[src/rtl/utx_pkg.sv]
package utx_pkg;

    localparam int DATA_W    = 9;
    localparam int MAX_FRAME = 13;
    localparam int CNT_W     = $clog2(MAX_FRAME + 1);

    typedef enum logic [1:0] {
        LEN_7   = 2'd0,
        LEN_8   = 2'd1,
        LEN_9   = 2'd2,
        LEN_RSV = 2'd3
    } len_e;

    typedef struct packed {
        len_e len;
        logic par_en;
        logic par_odd;
        logic two_stop;
    } fmt_t;

    typedef struct packed {
        logic [MAX_FRAME-1:0] bits;
        logic [CNT_W-1:0]     nbits;
    } frame_t;

    function automatic int data_bits(input len_e l);
        case (l)
            LEN_7:   return 7;
            LEN_9:   return 9;
            default: return 8;
        endcase
    endfunction

    function automatic frame_t build_frame(input logic [DATA_W-1:0] d, input fmt_t f);
        frame_t fr;
        int     nd;
        logic   p;
        nd      = data_bits(f.len);
        p       = f.par_odd;
        fr.bits = '1;
        fr.bits[0] = 1'b0;
        for (int i = 0; i < DATA_W; i++) begin
            if (i < nd) begin
                fr.bits[i+1] = d[i];
                p = p ^ d[i];
            end
        end
        if (f.par_en)
            fr.bits[nd+1] = p;
        fr.nbits = CNT_W'(1 + nd + (f.par_en ? 1 : 0) + (f.two_stop ? 2 : 1));
        return fr;
    endfunction

endpackage

[src/rtl/utx_sync2.sv]
module utx_sync2 #(
    parameter int   STAGES    = 2,
    parameter logic RST_VALUE = 1'b1
) (
    input  logic clk,
    input  logic rst,
    input  logic d,
    output logic q
);
    logic [STAGES-1:0] chain;

    generate
        if (STAGES == 1) begin : g_single
            always_ff @(posedge clk) begin
                if (rst) chain <= RST_VALUE;
                else     chain <= d;
            end
        end else begin : g_multi
            always_ff @(posedge clk) begin
                if (rst) chain <= {STAGES{RST_VALUE}};
                else     chain <= {chain[STAGES-2:0], d};
            end
        end
    endgenerate

    assign q = chain[STAGES-1];
endmodule

[src/rtl/utx_baud.sv]
module utx_baud #(
    parameter int DIV_W = 8,
    parameter int OVS   = 16
) (
    input  logic             clk,
    input  logic             rst,
    input  logic             run,
    input  logic             restart,
    input  logic             cnt_en,
    input  logic [DIV_W-1:0] div,
    output logic             tick
);
    localparam int SUB_W = $clog2(OVS);
    localparam logic [SUB_W-1:0] SUB_LAST = SUB_W'(OVS - 1);

    logic [DIV_W-1:0] pre;
    logic [SUB_W-1:0] sub;
    logic             pre_wrap;

    assign pre_wrap = run && cnt_en && (pre == div);
    assign tick     = pre_wrap && (sub == SUB_LAST);

    always_ff @(posedge clk) begin
        if (rst || !run || restart) begin
            pre <= '0;
            sub <= '0;
        end else if (cnt_en) begin
            if (pre == div) begin
                pre <= '0;
                sub <= (sub == SUB_LAST) ? '0 : sub + 1'b1;
            end else begin
                pre <= pre + 1'b1;
            end
        end
    end
endmodule

[src/rtl/utx_framer.sv]
module utx_framer
    import utx_pkg::*;
(
    input  logic   clk,
    input  logic   rst,
    input  logic   tick,
    input  logic   can_start,
    input  frame_t next_frame,
    output logic   load,
    output logic   active,
    output logic   txd,
    output logic   done_evt
);
    logic [MAX_FRAME-1:0] sh;
    logic [CNT_W-1:0]     left;
    logic                 frame_end;

    assign frame_end = active && tick && (left == CNT_W'(1));
    assign load      = can_start && (!active || frame_end);
    assign done_evt  = frame_end && !load;
    assign txd       = sh[0];

    always_ff @(posedge clk) begin
        if (rst) begin
            active <= 1'b0;
            sh     <= '1;
            left   <= '0;
        end else if (load) begin
            active <= 1'b1;
            sh     <= next_frame.bits;
            left   <= next_frame.nbits;
        end else if (frame_end) begin
            active <= 1'b0;
            sh     <= '1;
            left   <= '0;
        end else if (active && tick) begin
            sh     <= {1'b1, sh[MAX_FRAME-1:1]};
            left   <= left - 1'b1;
        end
    end
endmodule

[src/rtl/utx_irq.sv]
module utx_irq (
    input  logic clk,
    input  logic rst,
    input  logic sel_done,
    input  logic done_evt,
    input  logic empty_evt,
    input  logic ack,
    output logic irq
);
    logic set_evt;

    assign set_evt = sel_done ? done_evt : empty_evt;

    always_ff @(posedge clk) begin
        if (rst)          irq <= 1'b0;
        else if (set_evt) irq <= 1'b1;
        else if (ack)     irq <= 1'b0;
    end
endmodule

[src/rtl/uart_tx_buffered.sv]
module uart_tx_buffered
    import utx_pkg::*;
#(
    parameter int DIV_W      = 8,
    parameter int OVS        = 16,
    parameter int SYNC_DEPTH = 2
) (
    input  logic             clk,
    input  logic             rst,
    input  logic             cnt_en,
    input  logic [DIV_W-1:0] baud_div,
    input  logic             tx_en,
    input  logic [1:0]       len_sel,
    input  logic             par_en,
    input  logic             par_odd,
    input  logic             two_stop,
    input  logic             cts_en,
    input  logic             cts_n,
    input  logic             irq_on_done,
    input  logic             wr_stb,
    input  logic [8:0]       wr_data,
    input  logic             irq_ack,
    output logic             txd,
    output logic             buf_empty,
    output logic             tx_idle,
    output logic             irq
);
    logic              buf_full;
    logic [DATA_W-1:0] buf_word;
    logic              cts_s;
    logic              can_start;
    logic              load;
    logic              frame_active;
    logic              tick;
    logic              done_evt;
    logic              empty_evt;
    fmt_t              fmt;
    frame_t            next_frame;

    always_ff @(posedge clk) begin
        if (rst) begin
            buf_full <= 1'b0;
            buf_word <= '0;
        end else begin
            if (wr_stb) begin
                buf_full <= 1'b1;
                buf_word <= wr_data;
            end else if (load) begin
                buf_full <= 1'b0;
            end
        end
    end

    utx_sync2 #(.STAGES(SYNC_DEPTH), .RST_VALUE(1'b1)) u_cts_sync (
        .clk (clk),
        .rst (rst),
        .d   (cts_n),
        .q   (cts_s)
    );

    always_comb begin
        fmt.len      = len_e'(len_sel);
        fmt.par_en   = par_en;
        fmt.par_odd  = par_odd;
        fmt.two_stop = two_stop;
        next_frame   = build_frame(buf_word, fmt);
    end

    assign can_start = buf_full && tx_en && (!cts_en || !cts_s);
    assign empty_evt = load && !wr_stb;

    utx_baud #(.DIV_W(DIV_W), .OVS(OVS)) u_baud (
        .clk     (clk),
        .rst     (rst),
        .run     (frame_active),
        .restart (load),
        .cnt_en  (cnt_en),
        .div     (baud_div),
        .tick    (tick)
    );

    utx_framer u_framer (
        .clk        (clk),
        .rst        (rst),
        .tick       (tick),
        .can_start  (can_start),
        .next_frame (next_frame),
        .load       (load),
        .active     (frame_active),
        .txd        (txd),
        .done_evt   (done_evt)
    );

    utx_irq u_irq (
        .clk       (clk),
        .rst       (rst),
        .sel_done  (irq_on_done),
        .done_evt  (done_evt),
        .empty_evt (empty_evt),
        .ack       (irq_ack),
        .irq       (irq)
    );

    assign buf_empty = !buf_full;
    assign tx_idle   = !frame_active && !buf_full;
endmodule

[config.mk]
export PLATFORM = sky130hd
export DESIGN_NAME = uart_tx_buffered
export DESIGN_NICKNAME = d
export VERILOG_FILES = /design/src/rtl/utx_pkg.sv /design/src/rtl/utx_sync2.sv /design/src/rtl/utx_baud.sv /design/src/rtl/utx_framer.sv /design/src/rtl/utx_irq.sv /design/src/rtl/uart_tx_buffered.sv
export SDC_FILE = /design/constraint.sdc
export NUM_CORES = 1
export LEC_CHECK = 0
export BUFFER_PORTS_ARGS = -buffer_cell sky130_fd_sc_hd__buf_2
export CORE_MARGIN = 2
export CORE_UTILIZATION = 33
export DETAILED_ROUTE_END_ITERATION = 12
export GPL_ROUTABILITY_DRIVEN = 0
export PLACE_DENSITY = 0.48
export SLEW_MARGIN = 20
export SYNTH_ARGS = -nofsm -noshare
export SYNTH_HDL_FRONTEND = slang
export SYNTH_SLANG_ARGS = --single-unit
[constraint.sdc]
create_clock -name clk -period 2.7 [get_ports clk]
set_input_delay 0.54 -clock clk [delete_from_list [all_inputs] [get_ports clk]]
set_output_delay 0.54 -clock clk [all_outputs]
set_load 0.005 [all_outputs]
# Word level (Yosys, flattened, before mapping)
# Cells that the tools add are included.
[word_totals]
reg_bits = 43
word_cells = 107
rom_bits = 0
ramBits = 0
latch_bits = 0
inputBits = 31
mem_count = 0
out_inout_bits = 4
[op_classes]
n_eq_ne = 4
n_shift = 0
n_addsub = 6
n_reduce_logical = 28
n_bitwise = 9
n_lt_le_gt_ge = 11
mul = 0
n_mux = 40
div = 0
[op_table]
columns = ["operator", "count"]
rows = [
  ["$lt 4x32->1 const A", 4],
  ["$lt 3x32->1 const A", 2],
  ["$mux 13", 4],
  ["$ge 32x1->1 const B", 1],
  ["$lt 1x32->1 const A", 1],
  ["$lt 2x32->1 const A", 1],
  ["$lt 32x6->1 const B", 1],
  ["$lt 5x32->1 const A", 1],
  ["$mux 1", 27],
  ["$mux 4", 4],
  ["$bwmux 13", 1],
  ["$logic_and 1x1->1", 12],
  ["$xor 1x1->1", 9],
  ["$add 8x1->8 const B", 1],
  ["$eq 8x8->1", 1],
  ["$mux 8", 1],
  ["$pmux 4 s2", 1],
  ["$logic_not 1->1", 6],
  ["$reduce_bool 2->1", 3],
  ["$add 1x4->5 const A", 1],
  ["$add 4x1->4 const B", 1],
  ["$add 4x2->4", 1],
  ["$add 4x3->4", 1],
  ["$demux 1 s4", 1],
  ["other kinds (9)", 12],
]

# Logic depth before layout (Yosys ltp)
# Gate-level depths: netlist (run 1).
[logic_depth]
word_depth = 23
depth_mapped = 9
ltp_nobuf = 7

# Modules after synthesis
# A second synthesis (run 1) with hierarchy kept.
[hier_totals]
hier_cells = 264
hier_area_um2 = 2351.0
[by_module_without_submodules]
columns = ["mod", "seq_area_each_um2", "instances", "cells_each", "area_per_inst_um2"]
rows = [
  ["utx_framer", 360.3, 1, 112, 1009.7],
  ["utx_baud", 240.2, 1, 75, 655.6],
  ["uart_tx_buffered", 200.2, 1, 69, 591.8],
  ["utx_sync2", 40.0, 1, 4, 52.6],
  ["utx_irq", 20.0, 1, 4, 41.3],
]

# Worst setup path after synthesis (run 1)
# Ideal clock, no wire load.
[synth_path]
path_type = "input-to-reg"
start = "in baud_div[5]"
end = "reg u_framer.sh[10]"
arrival_time_ns = 2.381
setup_slack_ns = 0.198
n_path_buf = 0
required_time_ns = 2.578
path_stages = 6
cell_sequence = "xor2_1 nor4_4 nand2_4 o31a_1 or4_1 a221o_1"
[synth_via]
elab_chain_cells = 8
[synth_rtl]
columns = ["element", "line", "rtl"]
rows = [
  ["start, declared", "uart_tx_buffered.sv:11", "input logic [DIV_W-1:0] baud_div,"],
  ["$eq 8x8->1 *", "utx_baud.sv:20", "assign pre_wrap = run && cnt_en && (pre == div);"],
  ["$logic_and 1x1->1 *", "utx_baud.sv:20", ""],
  ["$logic_and 1x1->1 *", "utx_baud.sv:21", "assign tick = pre_wrap && (sub == SUB_LAST);"],
  ["$logic_and 1x1->1 *", "utx_framer.sv:18, utx_framer.sv:36", ""],
  ["$logic_and 1x1->1", "utx_framer.sv:18", "assign frame_end = active && tick && (left == CNT_W'(1));"],
  ["$logic_or 1x1->1", "utx_framer.sv:19", "assign load = can_start && (!active || frame_end);"],
  ["$logic_and 1x1->1", "utx_framer.sv:19", ""],
  ["$reduce_bool 3->1 (no source line) / $mux 13 (equally long branches)", "n/a", ""],
  ["end signal, assigned", "utx_framer.sv:30", "sh <= next_frame.bits;"],
  ["end signal, assigned", "utx_framer.sv:37", "sh <= {1'b1, sh[MAX_FRAME-1:1]};"],
  ["end, declared", "utx_framer.sv:14", "logic [MAX_FRAME-1:0] sh;"],
]
# Mark *: on every way between the ends. The rest lies on a longest branch, timed or not.
# A chain may end at the register's enable or synchronous reset.

# Worst setup path after layout (run 1)
[layout_path]
start = "reg u_baud.pre[1]"
end = "reg u_framer.sh[10]"
[layout_via]
elab_chain_cells = 8
[layout_rtl]
columns = ["element", "line", "rtl"]
rows = [
  ["start, declared", "utx_baud.sv:16", "logic [DIV_W-1:0] pre;"],
  ["start signal, assigned", "utx_baud.sv:32", "pre <= pre + 1'b1;"],
  ["$eq 8x8->1 *", "utx_baud.sv:20", ""],
  ["$logic_and 1x1->1 *", "utx_baud.sv:20", ""],
  ["$logic_and 1x1->1 *", "utx_baud.sv:21", ""],
  ["$logic_and 1x1->1 *", "utx_framer.sv:18, utx_framer.sv:36", ""],
  ["$logic_and 1x1->1", "utx_framer.sv:18", ""],
  ["$logic_or 1x1->1", "utx_framer.sv:19", ""],
  ["$logic_and 1x1->1", "utx_framer.sv:19", ""],
  ["$reduce_bool 3->1 (no source line) / $mux 13 (equally long branches)", "n/a", ""],
]
# Marks and branches as above.

==> results of run 1 <==
[synth_stat cells, drive strengths merged (4+ instances only)]
master	instances	share of area, %
a21oi	12	2.5
nand3	7	1.5
dfxtp	43	36
and3	6	1.7
xnor2	9	3.3
xor2	13	4.8
buf	4	1.2
o21ai	9	1.9
nor3	5	1.1
nor2	43	6.8
inv	10	1.6
nand2	12	2.2
ha	4	2.1
a221oi	7	2.6
nand4	5	1.3
clkbuf	7	1.1
mux2i	17	7.1
[kinds of logic (layout without fill, tap and decap cells)]
logic type	count (synthesis)	in the layout	synth area share, %
multiplexers	18	18	7.62
AND/OR/NAND/NOR	100	100	22.6
adder cells (fa/ha/maj)	6	6	3.78
XOR/XNOR	23	23	9.03
flip-flops	43	43	36.1
AO/OA/AOI/OAI	53	53	15.4
buffers and inverters	24	60	5.41
[sequential cells by signal, summed over array words and instances (netlist names)]
name,count
buf_full,1
buf_word,9
u_baud.pre,8
u_baud.sub,4
u_cts_sync.chain,2
u_framer.active,1
u_framer.left,4
u_framer.sh,13
u_irq.irq,1
[cell usage in the layout (no fill, tap or decap), drive strengths merged, types with 2 or more instances in the layout]
| cell | instances |
|---|---|
| nor2 | 43 |
| dfxtp | 43 |
| buf | 43 |
| mux2i | 17 |
| xor2 | 13 |
| a21oi | 12 |
| nand2 | 12 |
| inv | 10 |
| o21ai | 9 |
| xnor2 | 9 |
| nand3 | 7 |
| a221oi | 7 |
| clkbuf | 6 |
| and3 | 6 |
| nor3 | 5 |
| nand4 | 5 |
| ha | 4 |
| o21a | 3 |
| o211ai | 3 |
| nand2b | 3 |
| nor4 | 3 |
| nor3b | 3 |
| or3 | 3 |
| or4 | 3 |
| a211oi | 2 |
| o31ai | 2 |
| o32a | 2 |
| nand4b | 2 |
| a31oi | 2 |
| or2 | 2 |
| fa | 2 |
[power groups by stage]
| stage | combinational (W) | clock, W | sequential [W] |
|---|---|---|---|
| after floorplan | 0.000157 | 0 | 0.000694 |
| after global placement | 0.000214 | 0 | 0.000701 |
| after detailed placement | 0.000215 | 0 | 0.000701 |
| after CTS | 0.000216 | 0.000396 | 0.000686 |
| after global routing | 0.000237 | 0.000418 | 0.000690 |
| final | 0.000213 | 0.000379 | 0.000686 |
[metal layers]
metal	vias up	share of wire (%)	track usage [%]
met3	2	3.3	3.14
met2	28	45	23.9
li1	1024	-	-
met5	-	0	0
met4	0	0.72	4.07
met1	922	51	21.1
[worst paths after layout]
path	end	slack, ns	cells past startpoint
worst max-delay path	u_framer.sh[10]	0.41	6
worst min-delay path	u_cts_sync.chain[1]	0.41	1
worst max register to register	u_framer.sh[10]	0.41	6
worst min register to register	u_cts_sync.chain[1]	0.41	1
[stage by stage]
step                      hold WS [ns]  setup WS [ns]  instances  util, %  instance area, um2
after floorplan                  0.389          0.198        267        -                2380
after global placement           0.391          0.190        393     38.6                2670
after detailed placement         0.393          0.148        393     38.6                2670
after CTS                        0.412          0.385        399     39.7                2740
after global routing             0.432          0.211        399     39.7                2740
final                            0.411          0.408        399     39.7                2740
[area by class of cell]
type | instances | area (um2)
Tap cell | 96 | 120
Timing Repair Buffer | 43 | 238
Sequential cell | 43 | 861
Multi-Input combinational cell | 200 | 1390
Inverter | 11 | 55.1
Clock buffer | 6 | 72.6
Fill cell | 771 | 4170
[worst reg2reg max path, delay by kind of cell, from the launching register on]
| kind | cells | cell delay, ns |
|---|---|---|
| AND/OR/NAND/NOR | 3 | 0.95 |
| XOR/XNOR | 1 | 0.14 |
| AO/OA/AOI/OAI | 2 | 0.65 |
| flip-flops | 1 | 0.45 |
==> impl_metrics.prom, run 1 <==
# TYPE chip_impl_metric gauge
chip_impl_metric{name="postRouteAntennaNets",unit=""} 0
chip_impl_metric{name="clock_slew_seen_by_the_registers_of_the_worst_setup_and_hold_paths",unit="ns"} 0.08
chip_impl_metric{name="pin_count",unit=""} 35
chip_impl_metric{name="timing_hold_violations_final",unit=""} 0
chip_impl_metric{name="cell_variety_after_synth",unit=""} 58
chip_impl_metric{name="finalCritPeriodShare",unit="%"} 84.9
chip_impl_metric{name="worstPathBufferInverterCount",unit=""} 0
chip_impl_info{name="rsz0062_at_grt",value="false"} 1
chip_impl_info{name="critical_path.top_delay_family",value="simple AND/OR/NAND/NOR gates"} 1
chip_impl_metric{name="net-switching-power",unit="W"} 0.000339
chip_impl_metric{name="dp_hpwl",unit="um"} 4080
chip_impl_metric{name="syn_to_final_growth",unit="%"} 15.0
chip_impl_metric{name="rows",unit=""} 30
chip_impl_metric{name="maxCapViolations",unit=""} 0
chip_impl_metric{name="clock_sink_count",unit=""} 43
chip_impl_info{name="synthFlopType",value="sky130_fd_sc_hd__dfxtp_1"} 1
chip_impl_info{name="slowest_stage_cell_crit_path",value="sky130_fd_sc_hd__or4_1"} 1
chip_impl_metric{name="clock_insertion_delay_worst_skew",unit="ns"} 0.29
chip_impl_metric{name="netlist_instances",unit=""} 267
chip_impl_metric{name="synth_fp_nets",unit=""} 304
chip_impl_metric{name="first_iter_violations",unit=""} 61
chip_impl_metric{name="maximum_number_of_pins_on_one_net_before_global_route_repair",unit=""} 37
chip_impl_metric{name="syn_area",unit="mm2"} 0.00238
chip_impl_metric{name="avgSynthCellArea",unit="um2"} 8.92
chip_impl_info{name="startpoint",value="u_baud.pre[1]"} 1
chip_impl_metric{name="internal-power",unit="W"} 0.000939
chip_impl_metric{name="grt_antenna_before_repair",unit=""} 0
chip_impl_info{name="hold_path_startpoint",value="u_cts_sync.chain[0]"} 1
chip_impl_metric{name="crit_path_max_incr_delay",unit="ns"} 0.47
chip_impl_metric{name="chipHeight",unit="um"} 89.0
chip_impl_metric{name="detail_route.first_pass.iterations",unit=""} 4
chip_impl_metric{name="placement.io_buffers",unit=""} 34
chip_impl_info{name="critical_path.reg2reg.startpoint",value="u_baud.pre[1]"} 1
chip_impl_metric{name="synth-warning-count",unit=""} 0
chip_impl_metric{name="max_slew_violations",unit=""} 0
chip_impl_metric{name="worstPathMaxFanout",unit=""} 7
chip_impl_metric{name="slew_hr",unit="%"} 58.1
chip_impl_metric{name="p_comb_share",unit="%"} 16.7
chip_impl_info{name="hold_class",value="reg2reg"} 1
chip_impl_metric{name="via_count_of_the_first_global_routing_pass",unit=""} 1930
chip_impl_info{name="cp-end-kind",value="flip-flop"} 1
chip_impl_metric{name="cts-htree-levels",unit=""} 2
chip_impl_metric{name="via_per_inst",unit=""} 4.95
chip_impl_metric{name="worst_pin_slew",unit="ns"} 0.628
chip_impl_info{name="timing.critical_path.from_type",value="flip-flop"} 1
chip_impl_metric{name="timing.clock.skew",unit="ns"} 0.00756
chip_impl_metric{name="power_leakage",unit="nW"} 1.11
chip_impl_metric{name="globalRouteOverflowTotal",unit=""} 0
chip_impl_metric{name="synthArstFlopShare",unit="%"} 0
chip_impl_metric{name="route.detailed.drc",unit=""} 0
chip_impl_metric{name="total_wirelength",unit="um"} 5530
chip_impl_metric{name="seqPwrFrac",unit="%"} 53.7
chip_impl_metric{name="start_util",unit="%"} 34.5
chip_impl_metric{name="core_region_area",unit="mm2"} 0.00691
chip_impl_info{name="cts.root.buffer_cell",value="sky130_fd_sc_hd__clkbuf_8"} 1
chip_impl_metric{name="critical_path_required",unit="ns"} 2.88
chip_impl_metric{name="route.detailed.wl_per_inst",unit="um"} 13.8
chip_impl_metric{name="ctsHoldBuffers",unit=""} 0
chip_impl_metric{name="via_total_after_detailed_routing",unit=""} 1976
chip_impl_metric{name="grt_first_pass_wirelength",unit="um"} 9290
chip_impl_metric{name="layout-drive-gt1-share",unit="%"} 20.8
chip_impl_metric{name="synth_edf_count",unit=""} 0
chip_impl_metric{name="postSynthRegisterBits",unit=""} 43
chip_impl_metric{name="synth.yosys.seq_area_share",unit="%"} 36.1
chip_impl_metric{name="antenna_cells",unit=""} 0
chip_impl_metric{name="post-layout-total-power",unit="W"} 0.00128
chip_impl_metric{name="cts_resized",unit=""} 0
chip_impl_metric{name="tritoncts.num_buffers",unit=""} 5
chip_impl_metric{name="post_cts.repair.setup_buffers",unit=""} 0
chip_impl_info{name="cts_tree",value="built"} 1
chip_impl_metric{name="switching_share",unit="%"} 26.5
chip_impl_info{name="result_of_the_run",value="complete, no violations"} 1
chip_impl_metric{name="final.setup.tns",unit="ns"} 0
chip_impl_metric{name="crit_arrival",unit="ns"} 2.47
chip_impl_metric{name="power.ir.vdd_worst",unit="uV"} 282
chip_impl_metric{name="design.die.area",unit="mm2"} 0.00791
chip_impl_metric{name="setup-violations-final",unit=""} 0
chip_impl_metric{name="ctsLongestPathBuffers",unit=""} 2
chip_impl_metric{name="die_width",unit="um"} 89.0
chip_impl_info{name="timing_worst_setup_path_type",value="reg2reg"} 1
chip_impl_info{name="worst_path_cell_chain",value="xor2_1 -> nor4_4 -> nand2_4 -> o31a_1 -> or4_1 -> a221o_1"} 1
chip_impl_metric{name="power.density",unit="mW/mm2"} 467
chip_impl_metric{name="finalNetCount",unit=""} 341
chip_impl_metric{name="post_layout_minimum_cycle_time",unit="ns"} 2.29
chip_impl_metric{name="grt_usage",unit="%"} 15.1
chip_impl_metric{name="clock_power_share",unit="%"} 29.7
chip_impl_metric{name="fmax",unit="MHz"} 436
(Power assumes the default switching activity.)
==> inputs of run 2 (changes only) <==
==> constraint.sdc (replaced) <==
create_clock -name clk -period 2.2 [get_ports clk]
set_input_delay 0.44 -clock clk [delete_from_list [all_inputs] [get_ports clk]]
set_output_delay 0.44 -clock clk [all_outputs]
set_load 0.005 [all_outputs]
==> run 2 against run 1 <==
Register-to-register slack worse by 0.33 ns. Cell area grew 12%. Flip-flop and latch count stayed put. Largest power group unchanged. Die area is the same. Critical endpoint is now u_framer.sh[8]. Clock skew grew 0.0020 ns.
==> impl_metrics.prom, run 2 (synthesis gave the netlist of run 1 again) <==
# TYPE chip_impl_metric gauge
chip_impl_metric{name="place_worst_setup_slack",unit="ns"} -0.169
chip_impl_metric{name="route.layer.met1.wl",unit="um"} 2940
chip_impl_metric{name="critical_path_depth",unit=""} 7
chip_impl_metric{name="detail_route.first_pass.iterations",unit=""} 4
chip_impl_metric{name="post-route-cell-area",unit="mm2"} 0.00307
chip_impl_info{name="most-common-layout-cells",value="43 x sky130_fd_sc_hd__nor2_1, 42 x sky130_fd_sc_hd__dfxtp_1, 34 x sky130_fd_sc_hd__buf_2, 34 x sky130_fd_sc_hd__buf_4, 17 x sky130_fd_sc_hd__mux2i_1"} 1
chip_impl_metric{name="critical_path_required",unit="ns"} 2.39
chip_impl_info{name="rsz0062_at_grt",value="true"} 1
chip_impl_metric{name="worstPathMaxFanout",unit=""} 3
chip_impl_info{name="critical_path.reg2reg.endpoint",value="u_framer.sh[8]"} 1
chip_impl_info{name="top_layer",value="met4"} 1
chip_impl_metric{name="first_iter_violations",unit=""} 71
chip_impl_metric{name="maxCapViolations",unit=""} 0
chip_impl_metric{name="setup-violations-final",unit=""} 0
chip_impl_metric{name="maximum_number_of_pins_on_one_net_before_global_route_repair",unit=""} 37
chip_impl_metric{name="regToRegSetupSlack",unit="ns"} 0.08
chip_impl_metric{name="postRouteAntennaNets",unit=""} 0
chip_impl_metric{name="p_comb_share",unit="%"} 15.6
chip_impl_metric{name="fmax",unit="MHz"} 471
chip_impl_metric{name="finalCritPeriodShare",unit="%"} 96.6
chip_impl_metric{name="layout-drive-gt1-share",unit="%"} 30.5
chip_impl_metric{name="crit_arrival",unit="ns"} 2.32
chip_impl_metric{name="grt_first_pass_wirelength",unit="um"} 9550
chip_impl_metric{name="via_per_inst",unit=""} 4.84
chip_impl_metric{name="tritoncts.num_buffers",unit=""} 5
chip_impl_info{name="most_frequent_standard_cell_in_the_layout_excluding_fill_and_tap_cells",value="sky130_fd_sc_hd__nor2_1"} 1
chip_impl_metric{name="pin_count",unit=""} 35
chip_impl_metric{name="switching_share",unit="%"} 24.6
chip_impl_metric{name="final_instance_count_excl_fillers",unit=""} 427
chip_impl_metric{name="total_wirelength",unit="um"} 5710
chip_impl_info{name="result_of_the_run",value="complete, no violations"} 1
chip_impl_metric{name="worst-r2r-cell-count",unit=""} 7
chip_impl_info{name="worst_path_cell_chain",value="xor2_1 -> nor4_4 -> nand2_4 -> buf_4 -> or4_2 -> o21a_1 -> o32a_1"} 1
chip_impl_metric{name="n_fill_cell",unit=""} 735
chip_impl_info{name="timing_worst_setup_path_type",value="reg2reg"} 1
chip_impl_info{name="slowest_stage_cell_crit_path",value="sky130_fd_sc_hd__or4_2"} 1
chip_impl_metric{name="seqPwrFrac",unit="%"} 45.0
chip_impl_metric{name="via_total_after_detailed_routing",unit=""} 2065
chip_impl_info{name="cts.root.buffer_cell",value="sky130_fd_sc_hd__clkbuf_8"} 1
chip_impl_info{name="critical_path.top_delay_family",value="simple AND/OR/NAND/NOR gates"} 1
chip_impl_metric{name="route.detailed.wl_per_inst",unit="um"} 13.4
chip_impl_metric{name="core_region_area",unit="mm2"} 0.00691
chip_impl_metric{name="rows",unit=""} 30
chip_impl_metric{name="ctsHoldBuffers",unit=""} 0
chip_impl_metric{name="finalNetCount",unit=""} 367
chip_impl_info{name="hold_class",value="in2reg"} 1
chip_impl_metric{name="net-switching-power",unit="W"} 0.000461
chip_impl_metric{name="fin_ws",unit="ns"} 0.0758
chip_impl_metric{name="design.die.area",unit="mm2"} 0.00791
chip_impl_metric{name="post_layout_minimum_cycle_time",unit="ns"} 2.12
chip_impl_metric{name="placedInstanceArea",unit="mm2"} 0.00284
chip_impl_metric{name="antenna_cells",unit=""} 0
chip_impl_metric{name="cts-htree-levels",unit=""} 2
chip_impl_info{name="registers_with_the_most_flip_flops",value="u_framer.sh (13), buf_word (9), u_baud.pre (8)"} 1
chip_impl_metric{name="placement.io_buffers",unit=""} 34
chip_impl_info{name="timing.critical_path.from_type",value="flip-flop"} 1
chip_impl_metric{name="slew_hr",unit="%"} 55.1
chip_impl_metric{name="flip_flop_count_of_the_largest_register_after_layout",unit=""} 13
chip_impl_metric{name="routed-wl-met2",unit="um"} 2500
chip_impl_metric{name="power_leakage",unit="nW"} 1.28
chip_impl_metric{name="crit_path_max_incr_delay",unit="ns"} 0.63
chip_impl_metric{name="timing.clock.skew",unit="ns"} 0.00951
chip_impl_metric{name="met3WireLength",unit="um"} 209
chip_impl_info{name="cts_tree",value="built"} 1
chip_impl_metric{name="via_count_of_the_first_global_routing_pass",unit=""} 1945
chip_impl_metric{name="grt_usage",unit="%"} 15.6
chip_impl_info{name="startpoint",value="u_baud.pre[7]"} 1
chip_impl_metric{name="syn_to_final_growth",unit="%"} 28.9
chip_impl_metric{name="start_util",unit="%"} 34.5
chip_impl_metric{name="die_width",unit="um"} 89.0
chip_impl_metric{name="ctsLongestPathBuffers",unit=""} 2
chip_impl_metric{name="worst_pin_slew",unit="ns"} 0.674
chip_impl_metric{name="globalRouteOverflowTotal",unit=""} 0
chip_impl_metric{name="clock_power_share",unit="%"} 39.4
chip_impl_metric{name="chipHeight",unit="um"} 89.0
chip_impl_metric{name="power.ir.vdd_worst",unit="uV"} 290
chip_impl_metric{name="power.density",unit="mW/mm2"} 610
chip_impl_metric{name="timing_hold_violations_final",unit=""} 0
chip_impl_metric{name="clock_sink_count",unit=""} 43
chip_impl_metric{name="max_slew_violations",unit=""} 0
chip_impl_metric{name="worstPathBufferInverterCount",unit=""} 1
chip_impl_metric{name="post-place-cells",unit=""} 414
chip_impl_metric{name="clock_slew_seen_by_the_registers_of_the_worst_setup_and_hold_paths",unit="ns"} 0.09
chip_impl_info{name="crit_path_end",value="u_framer.sh[8]"} 1
chip_impl_metric{name="dp_hpwl",unit="um"} 4190
chip_impl_info{name="largest_register",value="u_framer.sh"} 1
chip_impl_metric{name="route.detailed.drc",unit=""} 0
chip_impl_info{name="cp-end-kind",value="flip-flop"} 1
chip_impl_metric{name="internal-power",unit="W"} 0.00141
chip_impl_metric{name="clock_insertion_delay_worst_skew",unit="ns"} 0.30
chip_impl_metric{name="grt_antenna_before_repair",unit=""} 0
chip_impl_info{name="critical_path.reg2reg.startpoint",value="u_baud.pre[7]"} 1
## run 2: changes by cell type in the layout (fill, tap and decap cells not counted), sizes merged
cell,before,now
bufinv,1,3
buf,43,69
clkinvlp,0,1
clkbuf,6,5
## run 2: layout make-up
cell class | count | area (um2) | area share [%]
Multi-Input combinational cell | 200 | 1450 | 47.3
Sequential cell | 43 | 862 | 28.1
Timing Repair Buffer | 69 | 445 | 14.5
Tap cell | 96 | 120 | 3.91
Clock buffer | 5 | 68.8 | 2.24
Clock inverter | 3 | 67.6 | 2.20
Inverter | 11 | 55.1 | 1.79
## run 2: how the worst min path moves through the flow
stage,from,to,slack [ns],cells after the start
after detailed placement,u_cts_sync.chain[0],u_cts_sync.chain[1],0.40,1
after global routing,cts_n,u_cts_sync.chain[0],0.32,2
final,cts_n,u_cts_sync.chain[0],0.31,2
after CTS,cts_n,u_cts_sync.chain[0],0.31,2
after floorplan,u_cts_sync.chain[0],u_cts_sync.chain[1],0.39,1
after global placement,u_cts_sync.chain[0],u_cts_sync.chain[1],0.39,1
## run 2: power by group through the flow
stage / sequential, W / combinational (W) / clock [W]
2_1_floorplan: 0.000851 / 0.000193 / 0
5_1_grt: 0.000848 / 0.000327 / 0.000790
4_1_cts: 0.000840 / 0.000281 / 0.000766
6_report: 0.000843 / 0.000292 / 0.000739
3_5_place_dp: 0.000858 / 0.000279 / 0
3_3_place_gp: 0.000858 / 0.000279 / 0
## run 2: repair_timing
| action | CTS | global route |
|---|---|---|
| hold endpoints to repair | 0 | 0 |
| gates resized for setup | 0 | 18 |
| buffers inserted | 0 | 5 |
| setup endpoints to repair | 0 | 9 |
## run 2: metrics by stage
| step | setup TNS, ns | utilization (%) | hold slack, ns | total power, W |
|---|---|---|---|---|
| after global routing | -0.00779 | 44.5 | 0.318 | 0.00196 |
| after floorplan | -0.143 | - | 0.389 | 0.00104 |
| after detailed placement | -0.698 | 41.1 | 0.401 | 0.00114 |
| final | 0 | 44.5 | 0.313 | 0.00187 |
| after global placement | -0.496 | 41.1 | 0.393 | 0.00114 |
| after CTS | 0 | 43.0 | 0.305 | 0.00189 |
## run 2: metal layers
metal	track usage (%)	vias to the layer above
met1	22.2	947
met3	3.05	6
met4	5.70	0
met2	23.5	30
li1	-	1082
met5	0	-
==> inputs of run 3 (changes only) <==
--- a/config.mk
+++ b/config.mk
@@ -6,6 +6,7 @@
 export NUM_CORES = 1
 export LEC_CHECK = 0
 export BUFFER_PORTS_ARGS = -buffer_cell sky130_fd_sc_hd__buf_2
+export CORE_ASPECT_RATIO = 1.2
 export CORE_MARGIN = 2
 export CORE_UTILIZATION = 33
 export DETAILED_ROUTE_END_ITERATION = 12
==> run 3 against run 2 <==
Worst setup slack worse by 0.055 ns. Register-to-register slack worse by 0.06 ns. Via count up 0.82%. Critical path type unchanged. Die area about the same. Worst hold slack better by 0.011 ns. Cell area down 2.0%. Critical path depth unchanged. Utilization down 0.83 points. Combinational power about the same. Highest routed layer unchanged. Largest cell class unchanged. Clock power up 1%. Sequential power about the same.
==> impl_metrics.prom, run 3 (synthesis gave the netlist of run 1 again) <==
# TYPE chip_impl_metric gauge
chip_impl_info{name="result_of_the_run",value="complete, no violations"} 1
chip_impl_metric{name="clock_sink_count",unit=""} 43
chip_impl_metric{name="slew_hr",unit="%"} 55.6
chip_impl_info{name="most-common-layout-cells",value="43 x sky130_fd_sc_hd__nor2_1, 39 x sky130_fd_sc_hd__dfxtp_1, 34 x sky130_fd_sc_hd__buf_2"} 1
chip_impl_metric{name="fmax",unit="MHz"} 459
chip_impl_metric{name="grt_antenna_before_repair",unit=""} 0
chip_impl_metric{name="crit_path_max_incr_delay",unit="ns"} 0.47
chip_impl_metric{name="via_count_of_the_first_global_routing_pass",unit=""} 2087
chip_impl_metric{name="power.ir.vdd_worst",unit="uV"} 290
chip_impl_metric{name="first_iter_violations",unit=""} 125
chip_impl_info{name="cts_tree",value="built"} 1
chip_impl_metric{name="ctsLongestPathBuffers",unit=""} 2
chip_impl_metric{name="n_fill_cell",unit=""} 722
chip_impl_metric{name="max_slew_violations",unit=""} 0
chip_impl_metric{name="power.density",unit="mW/mm2"} 625
chip_impl_metric{name="critical_path_required",unit="ns"} 2.39
chip_impl_metric{name="finalCritPeriodShare",unit="%"} 99.1
chip_impl_metric{name="post_layout_minimum_cycle_time",unit="ns"} 2.18
chip_impl_metric{name="cts-htree-levels",unit=""} 2
chip_impl_metric{name="layout-drive-gt1-share",unit="%"} 29.4
chip_impl_metric{name="worstPathMaxFanout",unit=""} 4
chip_impl_metric{name="finalNetCount",unit=""} 362
chip_impl_metric{name="tritoncts.num_buffers",unit=""} 5
chip_impl_metric{name="placedInstanceArea",unit="mm2"} 0.00282
chip_impl_info{name="largest_register",value="u_framer.sh"} 1
chip_impl_metric{name="power_leakage",unit="nW"} 1.26
chip_impl_metric{name="syn_to_final_growth",unit="%"} 26.3
chip_impl_metric{name="die_width",unit="um"} 81.6
chip_impl_metric{name="total_wirelength",unit="um"} 5780
chip_impl_metric{name="route.detailed.wl_per_inst",unit="um"} 14.0
chip_impl_metric{name="grt_usage",unit="%"} 15.4
chip_impl_metric{name="post-route-cell-area",unit="mm2"} 0.00301
chip_impl_info{name="most_frequent_standard_cell_in_the_layout_excluding_fill_and_tap_cells",value="sky130_fd_sc_hd__nor2_1"} 1
chip_impl_metric{name="postRouteAntennaNets",unit=""} 0
chip_impl_metric{name="pin_count",unit=""} 35
chip_impl_metric{name="fin_ws",unit="ns"} 0.0207
chip_impl_metric{name="dp_hpwl",unit="um"} 4350
chip_impl_metric{name="chipHeight",unit="um"} 97.1
chip_impl_metric{name="placement.io_buffers",unit=""} 34
chip_impl_info{name="timing.critical_path.from_type",value="flip-flop"} 1
chip_impl_metric{name="post-place-cells",unit=""} 403
chip_impl_metric{name="crit_arrival",unit="ns"} 2.37
chip_impl_metric{name="via_per_inst",unit=""} 5.04
chip_impl_info{name="registers_with_the_most_flip_flops",value="u_framer.sh (13), buf_word (9), u_baud.pre (8)"} 1
chip_impl_metric{name="design.die.area",unit="mm2"} 0.00792
chip_impl_info{name="critical_path.top_delay_family",value="simple AND/OR/NAND/NOR gates"} 1
chip_impl_metric{name="place_worst_setup_slack",unit="ns"} -0.199
chip_impl_info{name="cp-end-kind",value="flip-flop"} 1
chip_impl_metric{name="clock_slew_seen_by_the_registers_of_the_worst_setup_and_hold_paths",unit="ns"} 0.09
chip_impl_metric{name="setup-violations-final",unit=""} 0
chip_impl_metric{name="antenna_cells",unit=""} 0
chip_impl_metric{name="clock_insertion_delay_worst_skew",unit="ns"} 0.30
chip_impl_metric{name="timing_hold_violations_final",unit=""} 0
chip_impl_info{name="worst_path_cell_chain",value="xor2_1 -> nor4_4 -> buf_4 -> nand2_4 -> o31a_1 -> or4_4 -> a221o_1"} 1
chip_impl_metric{name="worstPathBufferInverterCount",unit=""} 1
chip_impl_metric{name="worst_pin_slew",unit="ns"} 0.666
chip_impl_info{name="slowest_stage_cell_crit_path",value="sky130_fd_sc_hd__or4_4"} 1
chip_impl_info{name="hold_class",value="in2reg"} 1
chip_impl_info{name="rsz0062_at_grt",value="true"} 1
chip_impl_metric{name="grt_first_pass_wirelength",unit="um"} 9680
chip_impl_metric{name="timing.clock.skew",unit="ns"} 0.0125
chip_impl_metric{name="maxCapViolations",unit=""} 0
chip_impl_metric{name="maximum_number_of_pins_on_one_net_before_global_route_repair",unit=""} 37
chip_impl_info{name="cts.root.buffer_cell",value="sky130_fd_sc_hd__clkbuf_8"} 1
chip_impl_metric{name="final.setup.tns",unit="ns"} 0
chip_impl_metric{name="detail_route.first_pass.iterations",unit=""} 4
chip_impl_metric{name="final_instance_count_excl_fillers",unit=""} 413
chip_impl_metric{name="via_total_after_detailed_routing",unit=""} 2082
chip_impl_metric{name="rows",unit=""} 33
chip_impl_info{name="timing_worst_setup_path_type",value="reg2reg"} 1
chip_impl_metric{name="globalRouteOverflowTotal",unit=""} 0
chip_impl_metric{name="start_util",unit="%"} 34.5
chip_impl_metric{name="ctsHoldBuffers",unit=""} 0
chip_impl_metric{name="core_region_area",unit="mm2"} 0.00690
chip_impl_metric{name="route.detailed.drc",unit=""} 0
chip_impl_metric{name="flip_flop_count_of_the_largest_register_after_layout",unit=""} 13
run 3: changes by cell type in the layout (fill, tap and decap cells not counted), moves of 2 or more:
cell                       before  now
sky130_fd_sc_hd__buf_4         34   28
sky130_fd_sc_hd__a221oi_1       3    6
sky130_fd_sc_hd__a221oi_2       4    1
sky130_fd_sc_hd__dfxtp_1       42   39
sky130_fd_sc_hd__dfxtp_2        1    4
sky130_fd_sc_hd__nor3b_2        0    2
sky130_fd_sc_hd__xnor2_1        7    9
sky130_fd_sc_hd__xnor2_2        2    0
run 3: per-layer routing:
layer  track usage (%)  routed length (um)  vias up
met3              3.35                 202        4
met2              25.2                2810       37
met1              20.4                2720      977
met5                 0                   0        -
met4              3.52                  51        0
li1                  -                   -     1064
run 3: layout make-up:
class,count,area (um2),share of cell area (%)
Sequential cell,43,866,28.8
Multi-Input combinational cell,200,1420,47.3
Timing Repair Buffer,64,420,14.0
Inverter,11,55.1,1.83
Clock inverter,3,67.6,2.25
Tap cell,87,109,3.62
Clock buffer,5,68.8,2.29
run 3: repair_timing:
item,4_1_cts,5_1_grt
pin swaps,1,4
resized for setup,0,16
endpoints found under the setup margin,1,9
setup buffers,1,1
run 3: where the power goes:
part           switching [W]  internal, W
sequential         0.0000298     0.000812
clock               0.000294     0.000453
combinational       0.000144     0.000148
run 3: worst paths after layout:
check | start | to | slack (ns) | cells after the start
worst min register to register | u_cts_sync.chain[0] | u_cts_sync.chain[1] | 0.41 | 1
worst max-delay path | u_baud.pre[7] | u_framer.sh[10] | 0.02 | 7
worst min-delay path | cts_n | u_cts_sync.chain[0] | 0.32 | 2
worst max register to register | u_baud.pre[7] | u_framer.sh[10] | 0.02 | 7
run 3: metrics by stage:
step           utilization (%)  total power [W]  hold slack [ns]
6_report                  43.6          0.00188            0.324
5_1_grt                   43.6          0.00197            0.318
4_1_cts                   43.0          0.00188            0.318
3_5_place_dp              40.9          0.00113            0.398
3_3_place_gp              40.9          0.00113            0.394
2_1_floorplan                -          0.00104            0.389
